## config.mk

```make
export PLATFORM = sky130hd
export DESIGN_NAME = adc_pattern_fmt
export DESIGN_NICKNAME = d
export VERILOG_FILES = /design/src/rtl/adc_fmt_pkg.sv /design/src/rtl/adc_fmt_regs.sv /design/src/rtl/adc_fmt_lfsr.sv /design/src/rtl/adc_fmt_patgen.sv /design/src/rtl/adc_fmt_lane.sv /design/src/rtl/adc_pattern_fmt.sv
export SDC_FILE = /design/constraint.sdc
export NUM_CORES = 1
export LEC_CHECK = 0
export CELL_PAD_IN_SITES_DETAIL_PLACEMENT = 1
export CELL_PAD_IN_SITES_GLOBAL_PLACEMENT = 2
export CORE_UTILIZATION = 36
export DETAILED_ROUTE_END_ITERATION = 8
export PLACE_DENSITY = 0.84
export SYNTH_ARGS = -nofsm -noshare
export SYNTH_HDL_FRONTEND = slang
export SYNTH_SLANG_ARGS = --single-unit
```

## constraint.sdc

```tcl
create_clock -name clk_i -period 2.8 [get_ports clk_i]
set_input_delay 0.42 -clock clk_i [delete_from_list [all_inputs] [get_ports clk_i]]
set_output_delay 0.42 -clock clk_i [all_outputs]
set_load 0.03 [all_outputs]
```

## src/rtl/adc_fmt_pkg.sv

```systemverilog
package adc_fmt_pkg;
  localparam int WORD_W = 12;
  localparam int CNT_W  = $clog2(WORD_W);
  localparam int ADDR_W = 4;
  localparam int BYTE_W = 8;
  localparam int CUST_W = 3 * BYTE_W;

  localparam int SHORT_N   = 9;
  localparam int SHORT_TAP = 5;
  localparam int LONG_N    = 23;
  localparam int LONG_TAP  = 18;

  localparam logic [ADDR_W-1:0] ADDR_MODE  = 4'h1;
  localparam logic [ADDR_W-1:0] ADDR_FMT   = 4'h2;
  localparam logic [ADDR_W-1:0] ADDR_LVL   = 4'h3;
  localparam logic [ADDR_W-1:0] ADDR_CUST0 = 4'h7;
  localparam logic [ADDR_W-1:0] ADDR_CUST1 = 4'h8;
  localparam logic [ADDR_W-1:0] ADDR_CUST2 = 4'h9;

  localparam logic [2:0] PAT_SKEW = 3'd0;
  localparam logic [2:0] PAT_SYNC = 3'd1;
  localparam logic [2:0] PAT_CUST = 3'd2;
  localparam logic [2:0] PAT_RAMP = 3'd3;
  localparam logic [2:0] PAT_PN_S = 3'd4;
  localparam logic [2:0] PAT_PN_L = 3'd5;

  localparam logic [WORD_W-1:0] SKEW_WORD = 12'h555;
  localparam logic [WORD_W-1:0] SYNC_WORD = 12'hFC0;

  typedef struct packed {
    logic              test_en;
    logic [2:0]        pat_sel;
    logic              twos;
    logic              msb_first;
    logic [1:0]        lvl_data;
    logic [1:0]        lvl_frame;
    logic [1:0]        lvl_clk;
    logic [CUST_W-1:0] cust;
  } cfg_t;

  // lvl[1] set: static level lvl[0]; else pass running value
  function automatic logic lvl_apply(input logic [1:0] lvl, input logic raw);
    return lvl[1] ? lvl[0] : raw;
  endfunction
endpackage

```

## src/rtl/adc_fmt_regs.sv

```systemverilog
module adc_fmt_regs
  import adc_fmt_pkg::*;
(
  input  logic              clk_i,
  input  logic              rst_ni,
  input  logic              wr_en_i,
  input  logic [ADDR_W-1:0] wr_addr_i,
  input  logic [BYTE_W-1:0] wr_data_i,
  output cfg_t              cfg_o
);
  cfg_t cfg_q;

  always_ff @(posedge clk_i or negedge rst_ni) begin
    if (!rst_ni) begin
      cfg_q <= '0;
    end else if (wr_en_i) begin
      case (wr_addr_i)
        ADDR_MODE: begin
          cfg_q.test_en <= wr_data_i[0];
          cfg_q.pat_sel <= wr_data_i[3:1];
        end
        ADDR_FMT: begin
          cfg_q.twos      <= wr_data_i[0];
          cfg_q.msb_first <= wr_data_i[1];
        end
        ADDR_LVL: begin
          cfg_q.lvl_data  <= wr_data_i[1:0];
          cfg_q.lvl_frame <= wr_data_i[3:2];
          cfg_q.lvl_clk   <= wr_data_i[5:4];
        end
        ADDR_CUST0: cfg_q.cust[3*BYTE_W-1:2*BYTE_W] <= wr_data_i;
        ADDR_CUST1: cfg_q.cust[2*BYTE_W-1:BYTE_W]   <= wr_data_i;
        ADDR_CUST2: cfg_q.cust[BYTE_W-1:0]          <= wr_data_i;
        default: ;
      endcase
    end
  end

  assign cfg_o = cfg_q;
endmodule

```

## src/rtl/adc_fmt_lfsr.sv

```systemverilog
module adc_fmt_lfsr #(
  parameter int N   = 9,
  parameter int TAP = 5,
  parameter int W   = 12
) (
  input  logic         clk_i,
  input  logic         rst_ni,
  input  logic         hold_i,
  input  logic         step_i,
  output logic [W-1:0] word_o
);
  logic [N-1:0] st_q, st_d;
  logic [W-1:0] w;

  // W serial steps per frame, first new bit lands in word bit 0
  always_comb begin
    st_d = st_q;
    w    = '0;
    for (int i = 0; i < W; i++) begin
      w[i] = st_d[N-1] ^ st_d[TAP-1];
      st_d = {st_d[N-2:0], w[i]};
    end
  end

  always_ff @(posedge clk_i or negedge rst_ni) begin
    if (!rst_ni)     st_q <= '1;
    else if (hold_i) st_q <= '1;
    else if (step_i) st_q <= st_d;
  end

  assign word_o = w;
endmodule

```

## src/rtl/adc_fmt_patgen.sv

```systemverilog
module adc_fmt_patgen
  import adc_fmt_pkg::*;
(
  input  logic              clk_i,
  input  logic              rst_ni,
  input  logic              test_en_i,
  input  logic              load_i,
  input  logic [2:0]        pat_sel_i,
  input  logic [CUST_W-1:0] cust_i,
  output logic [WORD_W-1:0] word_o
);
  logic [WORD_W-1:0] ramp_q;
  logic              odd_q;
  logic [WORD_W-1:0] pn_s, pn_l;
  logic              step;

  assign step = test_en_i & load_i;

  adc_fmt_lfsr #(.N(SHORT_N), .TAP(SHORT_TAP), .W(WORD_W)) u_pn_short (
    .clk_i  (clk_i),
    .rst_ni (rst_ni),
    .hold_i (!test_en_i),
    .step_i (step),
    .word_o (pn_s)
  );

  adc_fmt_lfsr #(.N(LONG_N), .TAP(LONG_TAP), .W(WORD_W)) u_pn_long (
    .clk_i  (clk_i),
    .rst_ni (rst_ni),
    .hold_i (!test_en_i),
    .step_i (step),
    .word_o (pn_l)
  );

  always_ff @(posedge clk_i or negedge rst_ni) begin
    if (!rst_ni) begin
      ramp_q <= '0;
      odd_q  <= 1'b0;
    end else if (!test_en_i) begin
      ramp_q <= '0;
      odd_q  <= 1'b0;
    end else if (load_i) begin
      ramp_q <= ramp_q + WORD_W'(1);
      odd_q  <= ~odd_q;
    end
  end

  always_comb begin
    case (pat_sel_i)
      PAT_SKEW: word_o = SKEW_WORD;
      PAT_SYNC: word_o = SYNC_WORD;
      PAT_CUST: word_o = odd_q ? cust_i[WORD_W-1:0] : cust_i[2*WORD_W-1:WORD_W];
      PAT_RAMP: word_o = ramp_q;
      PAT_PN_S: word_o = pn_s;
      PAT_PN_L: word_o = pn_l;
      default:  word_o = '0;
    endcase
  end
endmodule

```

## src/rtl/adc_fmt_lane.sv

```systemverilog
module adc_fmt_lane
  import adc_fmt_pkg::*;
(
  input  logic              clk_i,
  input  logic              rst_ni,
  input  logic              load_i,
  input  logic [WORD_W-1:0] word_i,
  input  logic              twos_i,
  input  logic              msb_first_i,
  output logic              bit_o
);
  logic [WORD_W-1:0] coded, ordered, sh_q;

  assign coded = {word_i[WORD_W-1] ^ twos_i, word_i[WORD_W-2:0]};

  for (genvar i = 0; i < WORD_W; i++) begin : g_ord
    assign ordered[i] = msb_first_i ? coded[WORD_W-1-i] : coded[i];
  end

  always_ff @(posedge clk_i or negedge rst_ni) begin
    if (!rst_ni)     sh_q <= '0;
    else if (load_i) sh_q <= ordered;
    else             sh_q <= {1'b0, sh_q[WORD_W-1:1]};
  end

  assign bit_o = sh_q[0];
endmodule

```

## src/rtl/adc_pattern_fmt.sv

```systemverilog
module adc_pattern_fmt
  import adc_fmt_pkg::*;
#(
  parameter int NUM_CH = 8
) (
  input  logic                     clk_i,
  input  logic                     rst_ni,
  input  logic                     wr_en_i,
  input  logic [ADDR_W-1:0]        wr_addr_i,
  input  logic [BYTE_W-1:0]        wr_data_i,
  input  logic [NUM_CH*WORD_W-1:0] sample_i,
  output logic [NUM_CH-1:0]        ser_o,
  output logic                     frame_o,
  output logic                     dclk_o
);
  cfg_t              cfg;
  logic              test_en;
  logic [1:0]        lvl_data, lvl_frame, lvl_clk;
  logic [CNT_W-1:0]  slot_q;
  logic              load;
  logic [WORD_W-1:0] test_word;
  logic [NUM_CH-1:0] lane_bit;

  adc_fmt_regs u_regs (
    .clk_i     (clk_i),
    .rst_ni    (rst_ni),
    .wr_en_i   (wr_en_i),
    .wr_addr_i (wr_addr_i),
    .wr_data_i (wr_data_i),
    .cfg_o     (cfg)
  );

  assign test_en   = cfg.test_en;
  assign lvl_data  = cfg.lvl_data;
  assign lvl_frame = cfg.lvl_frame;
  assign lvl_clk   = cfg.lvl_clk;

  assign load = (slot_q == CNT_W'(WORD_W-1));

  always_ff @(posedge clk_i or negedge rst_ni) begin
    if (!rst_ni)   slot_q <= '0;
    else if (load) slot_q <= '0;
    else           slot_q <= slot_q + CNT_W'(1);
  end

  adc_fmt_patgen u_patgen (
    .clk_i     (clk_i),
    .rst_ni    (rst_ni),
    .test_en_i (test_en),
    .load_i    (load),
    .pat_sel_i (cfg.pat_sel),
    .cust_i    (cfg.cust),
    .word_o    (test_word)
  );

  for (genvar c = 0; c < NUM_CH; c++) begin : g_lane
    logic [WORD_W-1:0] src;
    assign src = test_en ? test_word : sample_i[c*WORD_W +: WORD_W];

    adc_fmt_lane u_lane (
      .clk_i       (clk_i),
      .rst_ni      (rst_ni),
      .load_i      (load),
      .word_i      (src),
      .twos_i      (cfg.twos),
      .msb_first_i (cfg.msb_first),
      .bit_o       (lane_bit[c])
    );

    // data level override is a normal-mode feature only
    assign ser_o[c] = test_en ? lane_bit[c] : lvl_apply(lvl_data, lane_bit[c]);
  end

  assign frame_o = lvl_apply(lvl_frame, slot_q < CNT_W'(WORD_W/2));
  assign dclk_o  = lvl_apply(lvl_clk, ~slot_q[0]);
endmodule

```

==> Word level (Yosys, flattened, before mapping) <==
Cells that the tools add are included.
{ "classes": {"n_mux": 141, "n_addsub": 2, "eq_ne": 14, "reduce_logical": 7, "n_lt_le_gt_ge": 1, "bitwise": 35} }
{ "ops": {"columns": ["cell", "count"], "rows": [
  ["$mux W12", 19],
  ["$mux W1", 116],
  ["$pmux W12 S6", 1],
  ["$mux W23", 2],
  ["$xor A1 B1 Y1", 32],
  ["$mux W9", 2],
  ["$add A12 B1 Y12 const B", 1],
  ["$eq A4 B4 Y1 const B", 3],
  ["$reduce_and A2 Y1", 6],
  ["$eq A4 B2 Y1 const B", 2],
  ["$eq A3 B2 Y1 const B", 2],
  ["$eq A3 B3 Y1 const B", 2],
  ["$add A4 B1 Y4 const B", 1],
  ["$eq A4 B1 Y1 const B", 1],
  ["$eq A4 B3 Y1 const B", 1],
  ["$lt A4 B3 Y1 const B", 1],
  ["$mux W4", 1],
  ["$ne A2 B1 Y1 const B", 2],
  ["$eq A3 B1 Y1 const B", 1],
  ["$logic_not A3 Y1", 1],
  ["$not A1 Y1", 2],
  ["$and A1 B1 Y1", 1]
]} }
{ "word_totals": {"out_inout_bits": 10, "wordCells": 223, "register_bits": 181, "in_bits": 111} }

==> Longest topological paths before layout <==
{ "depth": {"word_depth": 8, "depth_mapped": 9} }

==> Hierarchy <==
From an unflattened synthesis, not the netlist that was laid out.
{ "unflattened": {"hier_cells": 1052, "hier_area_um2": 10351.2} }
{ "modules_own_cells": {"columns": ["mod", "seq_area_each_um2", "area_each_um2", "n_inst", "cells_per_inst"], "rows": [
  ["adc_fmt_lane", 300.3, 589.3, 8, 55],
  ["adc_fmt_regs", 900.9, 1468.9, 1, 84],
  ["adc_pattern_fmt", 100.1, 1237.4, 1, 246],
  ["adc_fmt_patgen", 325.3, 1182.4, 1, 139],
  ["adc_fmt_lfsr at u_patgen.u_pn_long", 604.3, 1139.8, 1, 100],
  ["adc_fmt_lfsr at u_patgen.u_pn_short", 236.5, 608.1, 1, 43]
]} }

==> Worst setup path after synthesis <==
OpenSTA, ideal clock, no wires.
{ "synth_timing": {"path_type": "reg2out", "start": "register, netlist name u_regs.cfg_o[35]", "end": "output port ser_o[0]", "t_arrival_ns": 1.798, "slack_ns": 0.582, "stages_incl_launch_ff": 8, "path_cell_list": "dfrtp_1 -> buf_2 -> buf_2 -> inv_1 -> clkbuf_1 -> buf_2 -> nand3_1 -> nand2_1"} }
{ "synth_via": {"elab_chain_cells": 1} }
{ "synth_lines": {"columns": ["element", "line", "rtl"], "rows": [
  ["$mux W1", "adc_pattern_fmt.sv:71", "assign ser_o[c] = test_en ? lane_bit[c] : lvl_apply(lvl_data, lane_bit[c]);"],
  ["to (decl)", "adc_pattern_fmt.sv:12", "output logic [NUM_CH-1:0] ser_o,"]
]} }
Every way passes these cells.

==> Worst setup path in the final report <==
{ "layout_timing": {"start": "register, netlist name u_regs.cfg_o[27]", "end": "output port frame_o"} }
{ "layout_via": {"elab_chain_cells": 1} }
{ "layout_lines": {"columns": ["element", "line", "rtl"], "rows": [
  ["$mux W1", "adc_fmt_pkg.sv:43", "return lvl[1] ? lvl[0] : raw;"],
  ["to (decl)", "adc_pattern_fmt.sv:13", "output logic frame_o,"]
]} }
Every way passes these cells.

==> metrics.md <==
| Metric | Value |
|---|---|
| Result of the run | `finished, final reports clean` |
| Largest cells by area after synthesis | `dfrtp_1 40%, dfstp_2 8.9%, mux2_2 4.3%` |
| Number of instances in the synthesized netlist | `931` |
| Post-route total power | `0.00856 W` |
| Most used flip-flop cell after synthesis | `dfrtp_1` |
| Clk pin slew, worst setup/hold paths | `0.08 ns` |
| Clock Tree Root | `clkbuf_16` |
| Count of yosys warnings during synthesis | `0` |
| Yosys cell types | `69` |
| Sequential area share after synthesis | `48.5%` |
| Final setup violating endpoints | `0` |
| H-tree levels | `4` |
| Number of top-level pins | `121` |
| Routed wire length per instance | `22.4 um` |
| Post-synthesis instance area | `0.00943 sq mm` |
| Signal arrival time at the worst endpoint | `2.26 ns` |
| List of cells traversed by the critical path | `a211oi_1 -> a21o_1 -> clkdlybuf4s50_1` |
| Post-synthesis net count | `1044` |
| Largest net degree at the start of global routing | `93` |
| Highest fanout seen on the critical path | `3` |
| Relative contribution of sequential cells to total power | `43.6%` |
| # Max-Cap Violations | `0` |
| PwrDens | `744 mW/mm^2` |
| Layout cell share with drive strength beyond 1 | `16.4%` |
| Peak supply drop | `441 uV` |
| Buffering stage count on the worst path with inverters included | `1` |
| GRT Util Overall | `23.8%` |
| Area growth syn-to-layout | `22.1%` |
| Number of synthesized flops with an enable pin | `0` |
| Internal power component | `0.00554 W` |
| Final RePlAce weighted congestion | `0.833` |
| DP HPWL | `21500 um` |
| Post-synthesis cell type with the largest combined area | `dfrtp_1` |
| Vias per std cell | `5.81` |
| Area fraction of the dominant cell type after synthesis | `39.6%` |
| Async set-or-reset flop fraction in the synthesized netlist | `100%` |
| Total clock sinks | `181` |
| Crit path largest cell delay | `0.67 ns` |
| TritonCTS Buffers | `17` |
| Wire length after detailed routing | `30600 um` |
| Worst hold path class | `primary input to asynchronous set/reset pin` |
| Max-slew violation count | `0` |
| Initial standard-cell utilization of the core | `37.1%` |
| Aggregate global routing overflow | `0` |
| Vias in the first global route | `8280` |
| CP Data Required Time | `2.38 ns` |
| Upper clock frequency limit | `373 MHz` |
| Number of port buffers | `120` |
| Antenna-violating nets left | `0` |
| Floorplan row count | `58` |
| Area of the die | `0.0268 sq mm` |
| Buffers inserted during post-CTS setup optimization | `0` |
| Synth Area per Inst | `10.1 sq um` |
| CTS tree | `yes` |
| Placeable core region | `0.0254 sq mm` |
| Launching element type of the critical path | `flip-flop` |
| Critical path class | `flip-flop to output pin` |
| Critical path endpoint category | `output pin` |
| Net Switching | `0.00302 W` |
| Iteration count of the initial detailed-routing pass | `5` |
| Total number of vias | `7955` |
| Register bit total from synthesis | `181` |
| Highest-delay cell along the critical path | `clkdlybuf4s50_1` |
| Iter 0 DRT Violations | `667` |
| Fraction of power spent switching nets | `35.3%` |
| Final critical-path setup slack | `0.119 ns` |
| Residual DRC | `0` |
| Post-Route Setup TNS | `0 ns` |
| Filler cell count in the final layout | `2868` |
| Total inserted antenna cells | `0` |
| Gate power share | `29.0%` |
| Static power due to leakage | `4.62 nW` |
| Period Utilization, post-route | `95.8%` |
| Die Wd | `164 um` |
| Relative slew slack | `46.7%` |
| Fin. Hold Viols | `0` |
| Antenna violations before repair | `1` |
| Largest buffer count on any clock path | `2` |
| Clock share of power | `27.5%` |
| Clock period minus final worst setup slack | `2.68 ns` |
| Top delay family on crit path | `compound AO/OA/AOI/OAI gates` |
| Setup Slack @ Placement | `0.283 ns` |
| Global-route wire length before repair | `48300 um` |
| Total Nets Final | `1140` |
| Later-pin clock latency in the skew report | `0.45 ns` |
| RSZ-0062 raised after global routing | `no` |
| Largest clock skew in the final design | `0.00969 ns` |
| Die height | `164 um` |
| Slew at the pin with the worst max-slew slack | `0.796 ns` |
## power groups by stage
stage / logic, W / registers [W] / clock network [W]
6_report: 0.00248 / 0.00373 / 0.00235
4_1_cts: 0.00248 / 0.00372 / 0.00239
5_1_grt: 0.00270 / 0.00379 / 0.00247
3_5_place_dp: 0.00245 / 0.00375 / 0
2_1_floorplan: 0.00170 / 0.00349 / 0
3_3_place_gp: 0.00240 / 0.00374 / 0
## worst paths after layout
kind                                                         from                                      end  slack [ns]  cells after the start
min                                                        rst_ni             u_regs.cfg_o[19]$_DFFE_PN0P_        0.49                      2
max reg2reg                                   slot_q[0]$_DFF_PN0_       g_lane[4].u_lane.sh_q[7]$_DFF_PN0_        0.20                      5
max                                  u_regs.cfg_o[27]$_DFFE_PN0P_                                  frame_o        0.12                      3
max in group asynchronous                                  rst_ni       g_lane[7].u_lane.sh_q[1]$_DFF_PN0_        1.46                      3
min in group clk_i         u_patgen.u_pn_long.st_q[1]$_DFFE_PN1P_  u_patgen.u_pn_long.st_q[13]$_DFFE_PN1P_        0.49                      2
min reg2reg                u_patgen.u_pn_long.st_q[1]$_DFFE_PN1P_  u_patgen.u_pn_long.st_q[13]$_DFFE_PN1P_        0.49                      2
## cell type report
class / instances / area, sq um / share of cell area, %
clock buffers: 18 / 429 / 3.73
repair buffers: 151 / 1440 / 12.5
clock inverters: 13 / 128 / 1.11
inverters: 6 / 22.5 / 0.196
well taps: 330 / 413 / 3.59
flip-flops and latches: 181 / 4570 / 39.7
multi-input cells: 670 / 4500 / 39.1
## metal layers
layer / share of wire (%) / up-vias / track usage, % / wire length [um]
met1: 47 / 4047 / 33.4 / 14300
met3: 4.6 / 35 / 3.81 / 1400
li1: - / 3658 / - / -
met4: 1.9 / 2 / 7.53 / 568
met2: 47 / 213 / 37.5 / 14300
met5: 0.036 / - / 0 / 11
## cells by family after synthesis
group | share of synthesized area [%]
AND/OR/NAND/NOR | 16.3
AO/OA/AOI/OAI | 21.7
flip-flops | 48.5
buffers and inverters | 3.89
multiplexers | 5.47
XOR/XNOR | 3.90
adder cells (fa/ha/maj) | 0.265
## state kept, by name, summed over array words and instances (netlist names)
signal / cells
u_patgen.ramp_q: 12
slot_q: 4
u_patgen.u_pn_short.st_q: 9
u_patgen.u_pn_long.st_q: 23
u_patgen.odd_q: 1
u_regs.cfg_o: 36
g_lane.u_lane.sh_q: 96
## synthesized netlist by cell type (11+ instances only)
cell type / count
dfrtp_1: 149
nand2_1: 100
nor2_1: 85
a21oi_1: 44
clkbuf_1: 37
mux2_2: 36
nand3_1: 36
dfstp_2: 32
a211oi_1: 26
o32ai_1: 26
o21ai_0: 24
o221ai_1: 24
nor2b_1: 22
nor3_1: 19
xnor2_1: 17
a221o_1: 16
a221oi_1: 16
buf_2: 16
or2_2: 16
o211ai_1: 15
nor4_1: 12
xor2_1: 12
buf_1: 11
mux2i_1: 11
## worst reg2reg max path, cell delays in order, from the launching register on
cell and delay [ns]:
dfrtp_1 0.48, ha_1 0.26, nand3b_1 0.46, nor2_1 0.56, nand2_1 0.36, o221ai_1 0.37
## cells in the final DEF (no fill, tap or decap), types with 7 or more instances in the layout
cell,n
dfrtp_1,148
clkdlybuf4s50_1,111
nand2_1,100
nor2_1,85
a21oi_1,44
mux2_2,36
buf_4,36
nand3_1,35
dfstp_2,32
o32ai_1,26
a211oi_1,26
o21ai_0,24
o221ai_1,24
nor2b_1,22
nor3_1,19
xnor2_1,17
clkbuf_16,17
or2_2,16
a221o_1,16
a221oi_1,16
o211ai_1,15
xor2_1,12
nor4_1,12
mux2i_1,11
o21a_1,9
nor3b_1,8
a31oi_1,8
o2111a_1,8
o32a_1,7
## repair_timing
action | CTS | global route
hold endpoints to repair | 51 | 0
setup endpoints to repair | 0 | 3
hold buffers | 1 | 0
gates resized for setup | 0 | 1
## stage by stage
| step | util [%] | area (sq um) | instances | hold slack [ns] |
|---|---|---|---|---|
| floorplan | - | 9430 | 931 | 0.124 |
| global placement | 43.0 | 10900 | 1337 | 0.416 |
| detailed placement | 43.0 | 10900 | 1337 | 0.419 |
| CTS | 45.3 | 11500 | 1369 | 0.493 |
| global route | 45.3 | 11500 | 1369 | 0.506 |
| finish | 45.3 | 11500 | 1369 | 0.486 |
No activity file was read; power rests on OpenSTA's default activity.
